[src/rtl/dre_pkg.sv]
package dre_pkg;
  typedef enum logic [2:0] {
    ST_IDLE = 3'd0,
    ST_RD   = 3'd1,
    ST_CHK  = 3'd2,
    ST_WR1  = 3'd3,
    ST_WR2  = 3'd4
  } dre_state_e;

  typedef enum logic [1:0] {
    KD_RX   = 2'd0,
    KD_TX   = 2'd1,
    KD_POLL = 2'd2
  } dre_kind_e;

  localparam int unsigned OWN_BIT = 31;
  localparam logic [1:0]  MD1_OFS = 2'd1;
  localparam logic [1:0]  MD2_OFS = 2'd2;
endpackage

[src/rtl/dre_rst_sync.sv]
module dre_rst_sync (
  input  logic clk,
  input  logic rst_n,
  output logic rst_sync_n
);
  logic [1:0] sh_q;

  always_ff @(posedge clk or negedge rst_n) begin
    if (!rst_n) sh_q <= 2'b00;
    else        sh_q <= {sh_q[0], 1'b1};
  end

  assign rst_sync_n = sh_q[1];
endmodule

[src/rtl/dre_ring_ptr.sv]
module dre_ring_ptr #(
  parameter int IW = 15
) (
  input  logic          clk,
  input  logic          rst_n,
  input  logic          clr,
  input  logic          adv,
  input  logic [3:0]    log2n,
  output logic [IW-1:0] idx
);
  logic [IW-1:0] mask;
  logic [IW-1:0] idx_d;

  // all ones below bit log2n; saturates when log2n >= IW
  assign mask = ~({IW{1'b1}} << log2n);

  always_comb begin
    idx_d = idx;
    if (clr)      idx_d = '0;
    else if (adv) idx_d = (idx + 1'b1) & mask;
  end

  always_ff @(posedge clk or negedge rst_n) begin
    if (!rst_n) idx <= '0;
    else        idx <= idx_d;
  end
endmodule

[src/rtl/dre_status_fmt.sv]
module dre_status_fmt #(
  parameter int LW = 12
) (
  input  logic          is_tx,
  input  logic [31:0]   md1_in,
  input  logic [3:0]    rx_err,
  input  logic [LW-1:0] rx_len,
  input  logic [7:0]    tx_stat,
  output logic [31:0]   md1_out,
  output logic [31:0]   md2_out
);
  always_comb begin
    if (is_tx) begin
      md1_out = {1'b0, |tx_stat[6:3], md1_in[29], tx_stat[2:0], md1_in[25:0]};
      md2_out = {tx_stat[7], tx_stat[6], 1'b0, tx_stat[5], tx_stat[4],
                 tx_stat[3], 26'd0};
    end else begin
      md1_out = {1'b0, |rx_err, rx_err, 2'b11, md1_in[23:0]};
      md2_out = {{(32-LW){1'b0}}, rx_len};
    end
  end
endmodule

[src/rtl/dre_writeback.sv]
module dre_writeback #(
  parameter int AW      = 20,
  parameter int MAX_LOG = 15,
  parameter int LW      = 12
) (
  input  logic          clk,
  input  logic          rst_n,
  input  logic          start,
  input  logic [AW-1:0] rx_base,
  input  logic [AW-1:0] tx_base,
  input  logic [7:0]    rx_len_cfg,
  input  logic [7:0]    tx_len_cfg,
  input  logic          rx_done,
  input  logic [3:0]    rx_err,
  input  logic [LW-1:0] rx_bytes,
  input  logic          tx_done,
  input  logic [7:0]    tx_stat,
  input  logic          tx_demand,
  output logic          mem_req,
  output logic          mem_we,
  output logic [AW-1:0] mem_addr,
  output logic [31:0]   mem_wdata,
  input  logic [31:0]   mem_rdata,
  output logic          rx_irq,
  output logic          tx_irq,
  output logic          missed,
  output logic          tx_ready
);
  import dre_pkg::*;

  localparam int IW = MAX_LOG;

  logic rst_i_n;
  dre_rst_sync u_rst (.clk(clk), .rst_n(rst_n), .rst_sync_n(rst_i_n));

  // configuration and state
  logic          running_q;
  logic [AW-1:0] rx_base_q, tx_base_q;
  logic [3:0]    rx_log_q, tx_log_q;
  logic          rx_pend_q, tx_pend_q, poll_pend_q;
  logic          rx_pend_d, tx_pend_d, poll_pend_d;
  logic [3:0]    rx_err_q, wk_err_q;
  logic [LW-1:0] rx_len_q, wk_len_q;
  logic [7:0]    tx_stat_q, wk_stat_q;
  dre_state_e    state_q, state_d;
  dre_kind_e     kind_q, kind_d;
  logic [31:0]   md1_q;
  logic          rx_irq_q, tx_irq_q, miss_q, tx_rdy_q;
  logic          rx_irq_d, tx_irq_d, miss_d, tx_rdy_d;
  logic          take_rx, take_tx, take_poll, take_any;
  logic          adv_rx, adv_tx;
  logic [IW-1:0] rx_idx, tx_idx, cur_idx;
  logic [AW-1:0] cur_base, desc_addr;
  logic [31:0]   md1_w, md2_w;

  dre_ring_ptr #(.IW(IW)) u_rx_ptr (
    .clk(clk), .rst_n(rst_i_n), .clr(start), .adv(adv_rx),
    .log2n(rx_log_q), .idx(rx_idx));

  dre_ring_ptr #(.IW(IW)) u_tx_ptr (
    .clk(clk), .rst_n(rst_i_n), .clr(start), .adv(adv_tx),
    .log2n(tx_log_q), .idx(tx_idx));

  dre_status_fmt #(.LW(LW)) u_fmt (
    .is_tx(kind_q != KD_RX), .md1_in(md1_q), .rx_err(wk_err_q),
    .rx_len(wk_len_q), .tx_stat(wk_stat_q), .md1_out(md1_w), .md2_out(md2_w));

  // descriptor addressing
  assign cur_idx   = (kind_q == KD_RX) ? rx_idx : tx_idx;
  assign cur_base  = (kind_q == KD_RX) ? rx_base_q : tx_base_q;
  assign desc_addr = {cur_base[AW-1:2], 2'b00} + AW'({cur_idx, 2'b00});

  assign mem_req   = (state_q == ST_RD) || (state_q == ST_WR1) || (state_q == ST_WR2);
  assign mem_we    = (state_q == ST_WR1) || (state_q == ST_WR2);
  assign mem_addr  = desc_addr + AW'((state_q == ST_WR2) ? MD2_OFS : MD1_OFS);
  assign mem_wdata = (state_q == ST_WR2) ? md2_w : md1_w;

  assign rx_irq   = rx_irq_q;
  assign tx_irq   = tx_irq_q;
  assign missed   = miss_q;
  assign tx_ready = tx_rdy_q;

  // next-state logic
  always_comb begin
    state_d   = state_q;
    kind_d    = kind_q;
    rx_irq_d  = 1'b0;
    tx_irq_d  = 1'b0;
    miss_d    = 1'b0;
    tx_rdy_d  = tx_rdy_q;
    take_rx   = 1'b0;
    take_tx   = 1'b0;
    take_poll = 1'b0;
    adv_rx    = 1'b0;
    adv_tx    = 1'b0;
    case (state_q)
      ST_IDLE: begin
        if (running_q) begin
          if (rx_pend_q) begin
            take_rx = 1'b1; kind_d = KD_RX; state_d = ST_RD;
          end else if (tx_pend_q) begin
            take_tx = 1'b1; kind_d = KD_TX; state_d = ST_RD;
          end else if (poll_pend_q) begin
            take_poll = 1'b1; kind_d = KD_POLL; state_d = ST_RD;
          end
        end
      end
      ST_RD:  state_d = ST_CHK;
      ST_CHK: begin
        if (kind_q == KD_POLL) begin
          tx_rdy_d = mem_rdata[OWN_BIT];
          state_d  = ST_IDLE;
        end else if (!mem_rdata[OWN_BIT]) begin
          miss_d  = 1'b1;
          state_d = ST_IDLE;
          if (kind_q == KD_TX) tx_rdy_d = 1'b0;
        end else begin
          state_d = ST_WR1;
        end
      end
      ST_WR1: state_d = ST_WR2;
      ST_WR2: begin
        state_d = ST_IDLE;
        if (kind_q == KD_RX) begin
          rx_irq_d = 1'b1; adv_rx = 1'b1;
        end else begin
          tx_irq_d = 1'b1; adv_tx = 1'b1; tx_rdy_d = 1'b0;
        end
      end
      default: state_d = ST_IDLE;
    endcase
    if (start) begin
      state_d  = ST_IDLE;
      tx_rdy_d = 1'b0;
      adv_rx   = 1'b0;
      adv_tx   = 1'b0;
    end
  end

  assign take_any    = take_rx | take_tx | take_poll;
  assign rx_pend_d   = !start && ((running_q && rx_done) || (rx_pend_q && !take_rx));
  assign tx_pend_d   = !start && ((running_q && tx_done) || (tx_pend_q && !take_tx));
  assign poll_pend_d = !start && ((running_q && tx_demand) || (poll_pend_q && !take_poll));

  // control registers
  always_ff @(posedge clk or negedge rst_i_n) begin
    if (!rst_i_n) begin
      state_q     <= ST_IDLE;
      kind_q      <= KD_RX;
      running_q   <= 1'b0;
      rx_pend_q   <= 1'b0;
      tx_pend_q   <= 1'b0;
      poll_pend_q <= 1'b0;
      rx_irq_q    <= 1'b0;
      tx_irq_q    <= 1'b0;
      miss_q      <= 1'b0;
      tx_rdy_q    <= 1'b0;
    end else begin
      state_q     <= state_d;
      kind_q      <= kind_d;
      running_q   <= running_q | start;
      rx_pend_q   <= rx_pend_d;
      tx_pend_q   <= tx_pend_d;
      poll_pend_q <= poll_pend_d;
      rx_irq_q    <= rx_irq_d;
      tx_irq_q    <= tx_irq_d;
      miss_q      <= miss_d;
      tx_rdy_q    <= tx_rdy_d;
    end
  end

  // data registers with explicit enables
  always_ff @(posedge clk or negedge rst_i_n) begin
    if (!rst_i_n) begin
      rx_base_q <= '0;
      tx_base_q <= '0;
      rx_log_q  <= '0;
      tx_log_q  <= '0;
      rx_err_q  <= '0;
      rx_len_q  <= '0;
      tx_stat_q <= '0;
      wk_err_q  <= '0;
      wk_len_q  <= '0;
      wk_stat_q <= '0;
      md1_q     <= '0;
    end else begin
      if (start) begin
        rx_base_q <= rx_base;
        tx_base_q <= tx_base;
        rx_log_q  <= rx_len_cfg[7:4];
        tx_log_q  <= tx_len_cfg[7:4];
      end
      if (rx_done) begin
        rx_err_q <= rx_err;
        rx_len_q <= rx_bytes;
      end
      if (tx_done) tx_stat_q <= tx_stat;
      if (take_any) begin
        wk_err_q  <= rx_err_q;
        wk_len_q  <= rx_len_q;
        wk_stat_q <= tx_stat_q;
      end
      if (state_q == ST_CHK) md1_q <= mem_rdata;
    end
  end
endmodule

[config.mk]
export PLATFORM = sky130hd
export DESIGN_NAME = dre_writeback
export DESIGN_NICKNAME = d
export VERILOG_FILES = /design/src/rtl/dre_pkg.sv /design/src/rtl/dre_rst_sync.sv /design/src/rtl/dre_ring_ptr.sv /design/src/rtl/dre_status_fmt.sv /design/src/rtl/dre_writeback.sv
export SDC_FILE = /design/constraint.sdc
export NUM_CORES = 1
export LEC_CHECK = 0
export BUFFER_PORTS_ARGS = -buffer_cell sky130_fd_sc_hd__buf_2
export CORE_ASPECT_RATIO = 1.4
export CORE_MARGIN = 2
export CORE_UTILIZATION = 35
export CTS_CLUSTER_SIZE = 8
export DETAILED_ROUTE_END_ITERATION = 12
export GPL_TIMING_DRIVEN = 0
export MAX_ROUTING_LAYER = met4
export PLACE_DENSITY = 0.58
export SETUP_SLACK_MARGIN = 0.05
export SLEW_MARGIN = 5
export SYNTH_ARGS = -nofsm -noshare
export SYNTH_HDL_FRONTEND = slang
export SYNTH_SLANG_ARGS = --single-unit
export TNS_END_PERCENT = 10
[constraint.sdc]
create_clock -name clk -period 6.4 [get_ports clk]
set_input_delay 1.28 -clock clk [delete_from_list [all_inputs] [get_ports clk]]
set_output_delay 1.28 -clock clk [all_outputs]
set_load 0.01 [all_outputs]
==> results of run 1 <==
==> layout by cell type, fill, tap and decap left out, types with 4 or more instances in the layout <==
cell type,netlist,final
xnor2_1,9,9
inv_6,0,6
and2_1,14,14
mux2_2,115,115
inv_1,9,9
dfrtp_1,164,163
nor4b_1,4,4
clkbuf_1,29,28
nor2_1,47,46
or2_2,5,5
nor3b_1,4,4
nand2b_1,6,6
and3_1,15,15
nand2_1,160,160
a311oi_1,4,4
nor3_1,14,14
o21ai_0,53,53
a21oi_1,33,33
nand4_1,11,11
nand3_1,28,28
a31oi_1,11,11
inv_8,0,4
diode_2,0,5
nor4_1,4,4
clkbuf_16,0,17
nor2b_1,12,12
buf_2,4,161
ha_1,17,17
buf_1,10,10
xor2_1,4,4
o31ai_1,9,9
mux2i_1,7,7
a21o_1,7,7
==> how the worst max path moves through the flow <==
| stage | end | start | slack, ns |
|---|---|---|---|
| floorplan | kind_q[0] | u_rst.sh_q[1] | 1.49 |
| global placement | tx_base_q[10] | u_rst.sh_q[1] | -0.67 |
| detailed placement | mem_addr[18] | kind_q[0] | 0.59 |
| CTS | mem_addr[18] | kind_q[0] | 0.11 |
| global route | mem_addr[18] | kind_q[0] | 0.22 |
| finish | mem_addr[18] | kind_q[0] | 0.54 |
==> kinds of logic after synthesis <==
| group | synth area share (%) |
|---|---|
| xor gates and xnor gates | 1.34 |
| DFF | 48.1 |
| AOI/OAI and AO/OA | 10.2 |
| adders and majority gates | 2.73 |
| and+or+nand+nor | 18.6 |
| other | 0.0440 |
| buffers and inverters | 2.92 |
| muxes | 16.0 |
==> cells in the mapped netlist, drive strengths merged (3+ instances only) <==
cell type	instances	area, µm²
clkinv	3	22.5
or2	5	31.3
a21oi	33	165
a2111oi	3	26.3
a21o	7	52.6
a311oi	4	35.0
a31oi	11	68.8
o311ai	3	26.3
and3	15	93.8
mux2	115	1290
nor3	14	70.1
and2	14	87.6
clkbuf	29	109
xnor2	9	78.8
xor2	4	35.0
o31ai	9	67.6
o21ai	55	275
nand4b	3	26.3
nor4b	4	35.0
dfrtp	164	4100
a32oi	3	26.3
inv	9	33.8
nand4	11	68.8
nand3	28	140
nor2b	12	75.1
buf	17	83.8
mux2i	7	70.1
nor2	49	189
nand2b	6	37.5
nor3b	4	30.0
nor4	4	25.0
nand2	162	623
ha	17	213
==> what timing repair did <==
item,4_1_cts,5_1_grt
hold buffers,0,0
setup endpoints to repair,0,4
gates resized for setup,0,3
==> worst max-delay path, cell delays in order (launching register included) <==
cell and delay [ns]:
dfrtp_1 0.45, nor2_2 0.44, clkbuf_2 0.37, buf_1 0.50, nand2_1 0.11, nand2_1 0.14
ha_1 0.25, clkbuf_1 0.20, a21oi_1 0.29, inv_1 0.09, a221oi_1 0.45, a21oi_1 0.17
or3_1 0.37, nand4_1 0.15, buf_2 0.15
==> registers in the layout, summed over array words and instances, names as in the netlist, 2 cells and up <==
register / cells
kind_q: 2
md1_q: 27
rx_base_q: 18
rx_err_q: 4
rx_len_q: 12
rx_log_q: 4
state_q: 3
tx_base_q: 18
tx_log_q: 4
tx_stat_q: 8
u_rst.sh_q: 2
u_rx_ptr.idx: 15
u_tx_ptr.idx: 15
wk_err_q: 4
wk_len_q: 12
wk_stat_q: 8
==> where the power goes <==
| part | switching (µW) | internal [µW] |
|---|---|---|
| sequential | 114 | 1230 |
| combinational | 552 | 439 |
| clock | 491 | 561 |
==> metrics by stage <==
step / hold slack [ns] / util (%)
2_1_floorplan: 0.331 / -
3_3_place_gp: 0.335 / 40.4
3_5_place_dp: 0.339 / 40.7
4_1_cts: 0.358 / 43.2
5_1_grt: 0.360 / 43.3
6_report: 0.343 / 43.3
==> routing by layer <==
metal	global-route usage [%]	wire (µm)
met3	4.55	1250
met5	-	0
met1	22.7	9780
met2	33.0	12100
met4	6.37	463
==> layout make-up <==
type	instances	area [µm²]
flip-flops and latches	164	4110
fillers	2414	13600
multi-input cells	635	4170
plain buffers	46	194
inverters	12	56.3
clock buffers	17	425
repair buffers	159	841
clock inverters	15	176
diodes	5	12.5
well taps	310	388
==> impl_results.md, run 1 <==
- Outcome: finished clean
- GRT Residual Overflow: 0
- Final instance area: 0.0104 mm²
- Final Power: 3380 µW
- Post-synth top flop: dfrtp_1
- Arrival time worst endpoint: 4.58 ns
- Relative slew slack: 51.0%
- Drt first pass iters: 6
- Initial Util: 35.6%
- Post-synth EDFFs: 0
- Clock buffer depth: 2
- Placed inst area: 0.00976 mm²
- Final min period: 5.86 ns
- Critical Path RT: 5.12 ns
- Post-synthesis cell count: 857
- Non-filler instance count after layout: 1,363
- H-tree depth: 4
- Number of vias per cell: 5.16
- Max Slew Vio Count: 0
- CTS tree: yes
- Fin worst setup slack: 0.539 ns
- R2R setup slack: 3.91 ns
- Vias in the first global route: 7,083
- Ratio of cells with drive above 1 in the final layout: 31.4%
- Initial antenna violation count: 3
- Die height: 189 µm
- Worst slack, placed: 0.585 ns
- Setup crit end kind: output pin
- Cell area after synthesis: 0.00852 mm²
- DR iter-0 viols: 386
- Total Routing Usage GR: 19.5%
- R2r worst-path depth: 5
- Largest net degree at the start of global routing: 65
- Max-cap violations: 0
- Mean post-synth cell area: 9.95 µm²
- CTS Root Cell: clkbuf_16
- Post-synthesis sequential area ratio: 48.1%
- DRC violations left: 0
- Hpwl dp: 17.8 mm
- DR WL/cell: 17.3 µm
- Final setup vio count: 0
- Die width: 136 µm
- Worst vdd ir: 0.179 mV
- Io pins: 176
- Post-route ant nets: 0
- Leak: 0.00487 µW
- Setup TNS: 0 ns
- RSZ-0062 raised after global routing: no
- YS warnings: 0
- Netlist cell types: 57
- Classification of the worst setup path: flop to output pin
- Final RePlAce weighted congestion: 0.936
- First-pass GRT wire length: 37.5 mm
- Row count: 67
- Num CTS Buffers: 17
- Power per cell area: 326 mW/mm²
- Worst-Margin Slew: 0.735 ns
- Period Utilization, post-route: 91.6%
- RR Endpoint: md1_q[20]
- Launching point of the worst reg2reg path: state_q[2]
- Post-Place Cells: 1,326
- Layout area overhead: 21.7%
- Final net count: 1,171
- Placeable Area: 0.0240 mm²
- Syn_nets: 993
- Number of port buffers: 157
- Asr flop ratio synth: 100%
- Worst skew pair latency: 0.44 ns
- Worst Skew: 0.0163 ns
- Number of synthesized register bits: 164
- Endpoints failing hold: 0
- Post-CTS Setup Bufs: 0
- Clk pin slew, worst setup/hold paths: 0.08 ns
- CP Launch Type: flop
- Detailed-route via count: 7,028
- Worst hold path class: flop to asynchronous set/reset pin
- Die area: 0.0256 mm²
- CP Max Fanout: 10
- CTS sink count: 164
- WL final: 23.6 mm
- Fmax: 171 MHz
(Power assumes the default switching activity.)
==> run 2, diff against run 1 <==
--- a/config.mk
+++ b/config.mk
@@ -6,6 +6,7 @@
 export NUM_CORES = 1
 export LEC_CHECK = 0
 export BUFFER_PORTS_ARGS = -buffer_cell sky130_fd_sc_hd__buf_2
+export CAP_MARGIN = 20
 export CORE_ASPECT_RATIO = 1.4
 export CORE_MARGIN = 2
 export CORE_UTILIZATION = 35
==> constraint.sdc (replaced) <==
create_clock -name clk -period 6.6 [get_ports clk]
set_input_delay 1.32 -clock clk [delete_from_list [all_inputs] [get_ports clk]]
set_output_delay 1.32 -clock clk [all_outputs]
set_load 0.01 [all_outputs]
==> run 2 against run 1 <==
Compared with the run above: register-to-register slack better by 0.20 ns; non-clock buffer count unchanged; flip-flop and latch count unchanged; clock-buffer cell count unchanged; total power down 3.1%; core utilization about the same; sequential share of layout area about the same; largest power group unchanged.
==> impl_results.md, run 2 (synthesized netlist as in run 1, its figures left out) <==
- Outcome: finished clean
- Worst skew pair latency: 0.43 ns (about the same)
- DRC violations left: 0 (unchanged)
- Layout area overhead: 21.7% (about the same)
- Final setup vio count: 0 (unchanged)
- CTS tree: yes
- Number of vias per cell: 5.14 (-0.26%)
- Period Utilization, post-route: 91.9%
- Total Routing Usage GR: 19.5% (unchanged)
- Largest registers: md1_q: 27 flops, rx_base_q: 18 flops, tx_base_q: 18 flops
- Share of power burned in registers: 39.6% (about the same)
- Clock buffer depth: 2 (unchanged)
- Commonest non-fill, non-tap cells in the layout: 163 x dfrtp_1, 161 x buf_2, 160 x nand2_1
- Arrival time worst endpoint: 4.75 ns (+0.17 ns)
- Die area: 0.0256 mm² (unchanged)
- WL final: 23.6 mm (about the same)
- Vias in the first global route: 7,083 (unchanged)
- GRT Residual Overflow: 0 (unchanged)
- Worst Skew: 0.0161 ns (-0.000192 ns)
- DR iter-0 viols: 394 (+2.1%)
- Fin worst setup slack: 0.534 ns (-0.00516 ns)
- Setup TNS: 0 ns (unchanged)
- Max-cap violations: 0 (unchanged)
- Worst-Margin Slew: 0.734 ns (-0.00103 ns)
- Initial Util: 35.6% (unchanged)
- Number of port buffers: 157 (unchanged)
- DR WL/cell: 17.3 µm (about the same)
- Ratio of cells with drive above 1 in the final layout: 31.3% (-0.095 points)
- Max Slew Vio Count: 0 (unchanged)
- Sw Pwr: 1120 µW (-3.1%)
- Largest net degree at the start of global routing: 65 (unchanged)
- Fmax: 165 MHz
- Clk pin slew, worst setup/hold paths: 0.08 ns (about the same)
- Die height: 189 µm (unchanged)
- Setup crit end kind: output pin
- Endpoints failing hold: 0 (unchanged)
- Worst hold path class: flop to asynchronous set/reset pin
- Final min period: 6.07 ns
- CTS Root Cell: clkbuf_16
- Die width: 136 µm (unchanged)
- Commonest non-fill, non-tap cell in the layout: dfrtp_1
- Drt first pass iters: 9 (+3)
- Power per cell area: 316 mW/mm² (-3.0%)
- Power share of the clock group: 31.1% (about the same)
- RSZ-0062 raised after global routing: no
- Cell Int Power: 2160 µW (-3.0%)
- Detailed-route via count: 7,010 (-0.26%)
- H-tree depth: 4 (unchanged)
- Post-route ant nets: 0 (unchanged)
- Initial antenna violation count: 3 (unchanged)
- Final net count: 1,171 (unchanged)
- Worst slack, placed: 0.745 ns (+0.160 ns)
- Combinational share of power: 29.3% (about the same)
- CP Launch Type: flop
- Worst vdd ir: 0.172 mV (-3.7%)
- First-pass GRT wire length: 37.5 mm (unchanged)
- Num CTS Buffers: 17 (unchanged)
- Largest register FFs: 27 (unchanged)
- Relative slew slack: 51.1% (+0.069 points)
- Placeable Area: 0.0240 mm² (unchanged)
- Final instance area: 0.0104 mm² (about the same)
- Hpwl dp: 17.8 mm (unchanged)
- Io pins: 176 (unchanged)
- Final RePlAce weighted congestion: 0.936 (unchanged)
- Critical Path RT: 5.28 ns (+0.16 ns)
- Row count: 67 (unchanged)
- Largest Register: md1_q
- CP Max Fanout: 10 (unchanged)
- Placed inst area: 0.00976 mm² (unchanged)
- Sw frac: 34.2% (about the same)
- Classification of the worst setup path: flop to output pin
- Leak: 0.00486 µW (about the same)
- CTS sink count: 164 (unchanged)
## run 2: per-layer routing
layer	wire length, µm	global-route usage, %
met4	461	6.37
met1	9780	22.7
met5	0	-
met3	1260	4.55
met2	12100	33.0
## run 2: metrics by stage
| stage | cells | total power (µW) | utilization, % | hold slack, ns |
|---|---|---|---|---|
| after floorplan | 857 | 1920 | - | 0.331 |
| after global placement | 1324 | 2270 | 40.4 | 0.335 |
| after detailed placement | 1326 | 2290 | 40.7 | 0.339 |
| after CTS | 1358 | 3320 | 43.2 | 0.358 |
| after global routing | 1361 | 3480 | 43.2 | 0.360 |
| final | 1363 | 3280 | 43.3 | 0.344 |
## run 2: final cells by class
type / instances / area, µm²
flip-flops and latches: 164 / 4110
clock buffers: 17 / 425
clock inverters: 15 / 176
diodes: 5 / 12.5
well taps: 310 / 388
repair buffers: 159 / 841
plain buffers: 46 / 193
inverters: 12 / 56.3
multi-input cells: 635 / 4170
fillers: 2415 / 13600
## run 2: power by group through the flow
| stage | clock (µW) | sequential [µW] | combinational [µW] |
|---|---|---|---|
| after floorplan | 0 | 1290 | 631 |
| after global placement | 0 | 1330 | 940 |
| after detailed placement | 0 | 1320 | 969 |
| after CTS | 1050 | 1300 | 973 |
| after global routing | 1090 | 1330 | 1060 |
| final | 1020 | 1300 | 960 |
## run 2: worst max-delay path, stage by stage (launching register included)
cell	delay (ns)
dfrtp_1	0.45
nor2_2	0.46
clkbuf_1	0.51
buf_1	0.53
nand2_1	0.11
nand2_1	0.14
ha_1	0.25
clkbuf_1	0.20
a21oi_1	0.29
inv_1	0.09
a221oi_1	0.45
a21oi_1	0.17
or3_1	0.37
nand4_1	0.15
buf_2	0.15
## run 2: path summary, 6_finish.rpt
check                         startpoint             to  slack [ns]  cells past startpoint
max                            kind_q[1]   mem_addr[18]        0.53                     14
min                        u_rst.sh_q[1]   tx_stat_q[3]        0.34                      0
max reg2reg                   state_q[2]      md1_q[20]        4.11                      5
min reg2reg                u_rst.sh_q[1]   tx_stat_q[3]        0.34                      0
max in group asynchronous  u_rst.sh_q[1]   rx_base_q[7]        5.17                      2
min in group clk           u_rst.sh_q[0]  u_rst.sh_q[1]        0.35                      0
## run 2: repair_timing
action / in CTS / in global routing
resized for setup: 0 / 1
buffers inserted: 0 / 0
hold buffers: 0 / 0
endpoints found under the hold margin: 0 / 0
endpoints found under the setup margin: 0 / 2
==> run 3, diff against run 2 <==
--- a/config.mk
+++ b/config.mk
@@ -5,16 +5,18 @@
 export SDC_FILE = /design/constraint.sdc
 export NUM_CORES = 1
 export LEC_CHECK = 0
-export BUFFER_PORTS_ARGS = -buffer_cell sky130_fd_sc_hd__buf_2
 export CAP_MARGIN = 20
+export CELL_PAD_IN_SITES_DETAIL_PLACEMENT = 2
+export CELL_PAD_IN_SITES_GLOBAL_PLACEMENT = 2
 export CORE_ASPECT_RATIO = 1.4
-export CORE_MARGIN = 2
+export CORE_MARGIN = 1.5
 export CORE_UTILIZATION = 35
 export CTS_CLUSTER_SIZE = 8
 export DETAILED_ROUTE_END_ITERATION = 12
+export DONT_BUFFER_PORTS = 1
 export GPL_TIMING_DRIVEN = 0
 export MAX_ROUTING_LAYER = met4
-export PLACE_DENSITY = 0.58
+export PLACE_DENSITY = 0.75
 export SETUP_SLACK_MARGIN = 0.05
 export SLEW_MARGIN = 5
 export SYNTH_ARGS = -nofsm -noshare
==> run 3 against run 2 <==
Compared with the run above: clock skew shrank 0.0081 ns; via count shrank 5.4%; clock-buffer cell count is the same; register-to-register slack is essentially flat; die area shrank 1.3%; critical path depth shrank 1; core utilization shrank 3.0 points; non-clock buffer count shrank 157; setup slack gained 0.087 ns; cell count shrank 12%.
==> impl_results.md, run 3 (synthesized netlist as in run 1, its figures left out) <==
- Max-cap violations: 0 (unchanged)
- Worst skew pair latency: 0.43 ns (about the same)
- Detailed-route via count: 6,628 (-5.4%)
- CP Max Fanout: 10 (unchanged)
- Arrival time worst endpoint: 4.66 ns (-0.09 ns)
- Fin Hold WS: 0.357 ns (+0.0137 ns)
- Final setup vio count: 0 (unchanged)
- Io pins: 176 (unchanged)
- First-pass GRT wire length: 42.6 mm (+13%)
- Launching point of the worst reg2reg path: state_q[2]
- Critical Path RT: 5.28 ns (about the same)
- Max Slew Vio Count: 0 (unchanged)
- Worst-Margin Slew: 0.768 ns (+0.0344 ns)
- Endpoints failing hold: 0 (unchanged)
- Setup crit end kind: output pin
- Final net count: 1,014 (-13%)
- GR peak layer: met2
- Met2 Use GR: 41.0% (+8.0 points)
- Hpwl dp: 20.3 mm (+14%)
- Grt met1 use: 23.9% (+1.1 points)
- CTS sink count: 164 (unchanged)
- CP Cell Sequence: nor2_2, clkbuf_1, buf_1, nand2_1, nand2_1, ha_1, clkbuf_1, a21oi_1, inv_1, a221oi_1, a21oi_1, or3_1, nand4_1
- Worst vdd ir: 0.180 mV (+4.6%)
- Drt first pass iters: 4 (-5)
- Number of vias per cell: 5.50 (+6.9%)
- Die height: 188 µm (-0.53%)
- Register area: 0.00411 mm² (unchanged)
- Classification of the worst setup path: flop to output pin
- Row count: 67 (unchanged)
- Num CTS Buffers: 17 (unchanged)
- Highest cell delay on the worst timing path: 0.57 ns (+0.04 ns)
- Commonest non-fill, non-tap cells in the layout: 163 x dfrtp_1, 160 x nand2_1, 115 x mux2_2
- Initial antenna violation count: 4 (+1)
- Placed inst area: 0.00897 mm² (-8.1%)
- Relative slew slack: 48.8% (-2.3 points)
- Worst hold path class: flop to asynchronous set/reset pin
- GRT Residual Overflow: 0 (unchanged)
- Post-route ant nets: 0 (unchanged)
- Clk pin slew, worst setup/hold paths: 0.07 ns (about the same)
- Final min period: 5.98 ns (-0.0871 ns)
- WL final: 26.5 mm (+12%)
- Initial Util: 35.7% (+0.12 points)
- Largest registers: md1_q: 27 flops, rx_base_q: 18 flops, tx_base_q: 18 flops
- Die area: 0.0253 mm² (-1.3%)
- DR iter-0 viols: 211 (-46%)
- Vias in the first global route: 7,688 (+8.5%)
- Worst Skew: 0.00802 ns (-0.00808 ns)
- Number of port buffers: 0 (-100%)
- Post-Place Cells: 1,169 (-12%)
- Fmax: 167 MHz (+1.5%)
- CTS tree: yes
- Final Power: 3210 µW (-2.1%)
- Worst Setup SP: kind_q[1]
- Layout area overhead: 12.8%
- Largest net degree at the start of global routing: 67 (+3.1%)
- Largest register FFs: 27 (unchanged)
- Largest Register: md1_q
- Final RePlAce weighted congestion: 0.793 (-15%)
- Period Utilization, post-route: 90.6% (-1.3 points)
- Clock buffer depth: 2 (unchanged)
- Total Routing Usage GR: 22.5% (+3.0 points)
- Placeable Area: 0.0239 mm² (-0.35%)
- Hold_buf cts: 0 (unchanged)
- Leak: 0.00425 µW (-13%)
- DRC violations left: 0 (unchanged)
- Core Util, Final: 40.2% (-3.0 points)
- Fillcell total: 2,588 (+7.2%)
- Commonest non-fill, non-tap cell in the layout: dfrtp_1
- Area occupied by multi-input gates: 0.00417 mm² (unchanged)
- DR WL/cell: 22.0 µm (+27%)
- GR Util met3: 5.24% (+0.70 points)
- Final instance area: 0.00962 mm² (-7.3%)
- Die width: 135 µm (-0.74%)
- Ratio of cells with drive above 1 in the final layout: 19.2% (-12 points)
- Non-filler instance count after layout: 1,205 (-12%)
- CP max-delay cell: buf_1
- CP Launch Type: flop
- Outcome: finished clean
- Post-CTS Setup Bufs: 0 (unchanged)
- CTS Root Cell: clkbuf_16
- RSZ-0062 raised after global routing: no
- Power per cell area: 334 mW/mm² (+5.6%)
- H-tree depth: 4 (unchanged)
-- run 3: changes by cell type in the layout (fill, tap and decap cells not counted), sizes merged --
cell	before	now
inv	19	18
clkinvlp	1	0
clkinv	6	7
buf	176	19
bufinv	1	2
diode	5	4
-- run 3: power breakdown --
| part | internal (µW) | switching (µW) | total, µW |
|---|---|---|---|
| registers | 1190 | 117 | 1310 |
| logic | 315 | 525 | 840 |
| clock network | 584 | 480 | 1060 |
| total | 2090 | 1120 | 3210 |
-- run 3: worst max-delay path: cells and delay by family, from the launching register on --
family                   cells  cell delay, ns
AND/OR/NAND/NOR              5            1.27
buffers and inverters        4            1.40
adder cells (fa/ha/maj)      1            0.24
flip-flops                   1            0.45
AO/OA/AOI/OAI                3            0.87
-- run 3: worst paths after layout --
check                                endpoint  slack, ns  depth (start not counted)
worst max-delay path             mem_addr[18]       0.62                         13
worst max register to register      md1_q[19]       4.12                          5
min in group clk                u_rst.sh_q[1]       0.36                          0
worst min-delay path             tx_stat_q[2]       0.36                          0
worst min register to register   tx_stat_q[2]       0.36                          0
max in group asynchronous       tx_base_q[15]       5.45                          1
-- run 3: metal layers --
layer	vias up	share of wire [%]
met1	3388	38
met4	0	2.4
li1	3067	-
met3	31	4.9
met2	142	55
met5	-	0
-- run 3: layout make-up --
cell class                 count  share of cell area (%)
clock inverter                15                    2.15
inverter                      12                   0.586
timing repair buffer           2                   0.573
sequential                   164                    42.7
buffer                        46                    2.00
tap                          310                    4.03
antenna                        4                   0.104
clock buffer                  17                    4.42
multi-input combinational    635                    43.4
-- run 3: per-stage QoR --
step | setup TNS [ns] | setup WS [ns]
after CTS | 0 | 0.201
after global routing | 0 | 0.168
after floorplan | 0 | 1.69
final | 0 | 0.621
after global placement | -72.37 | -0.469
after detailed placement | 0 | 0.646
-- run 3: timing repair --
item	in CTS	in global routing
endpoints found under the hold margin	0	0
endpoints found under the setup margin	0	5
gates resized for setup	0	1
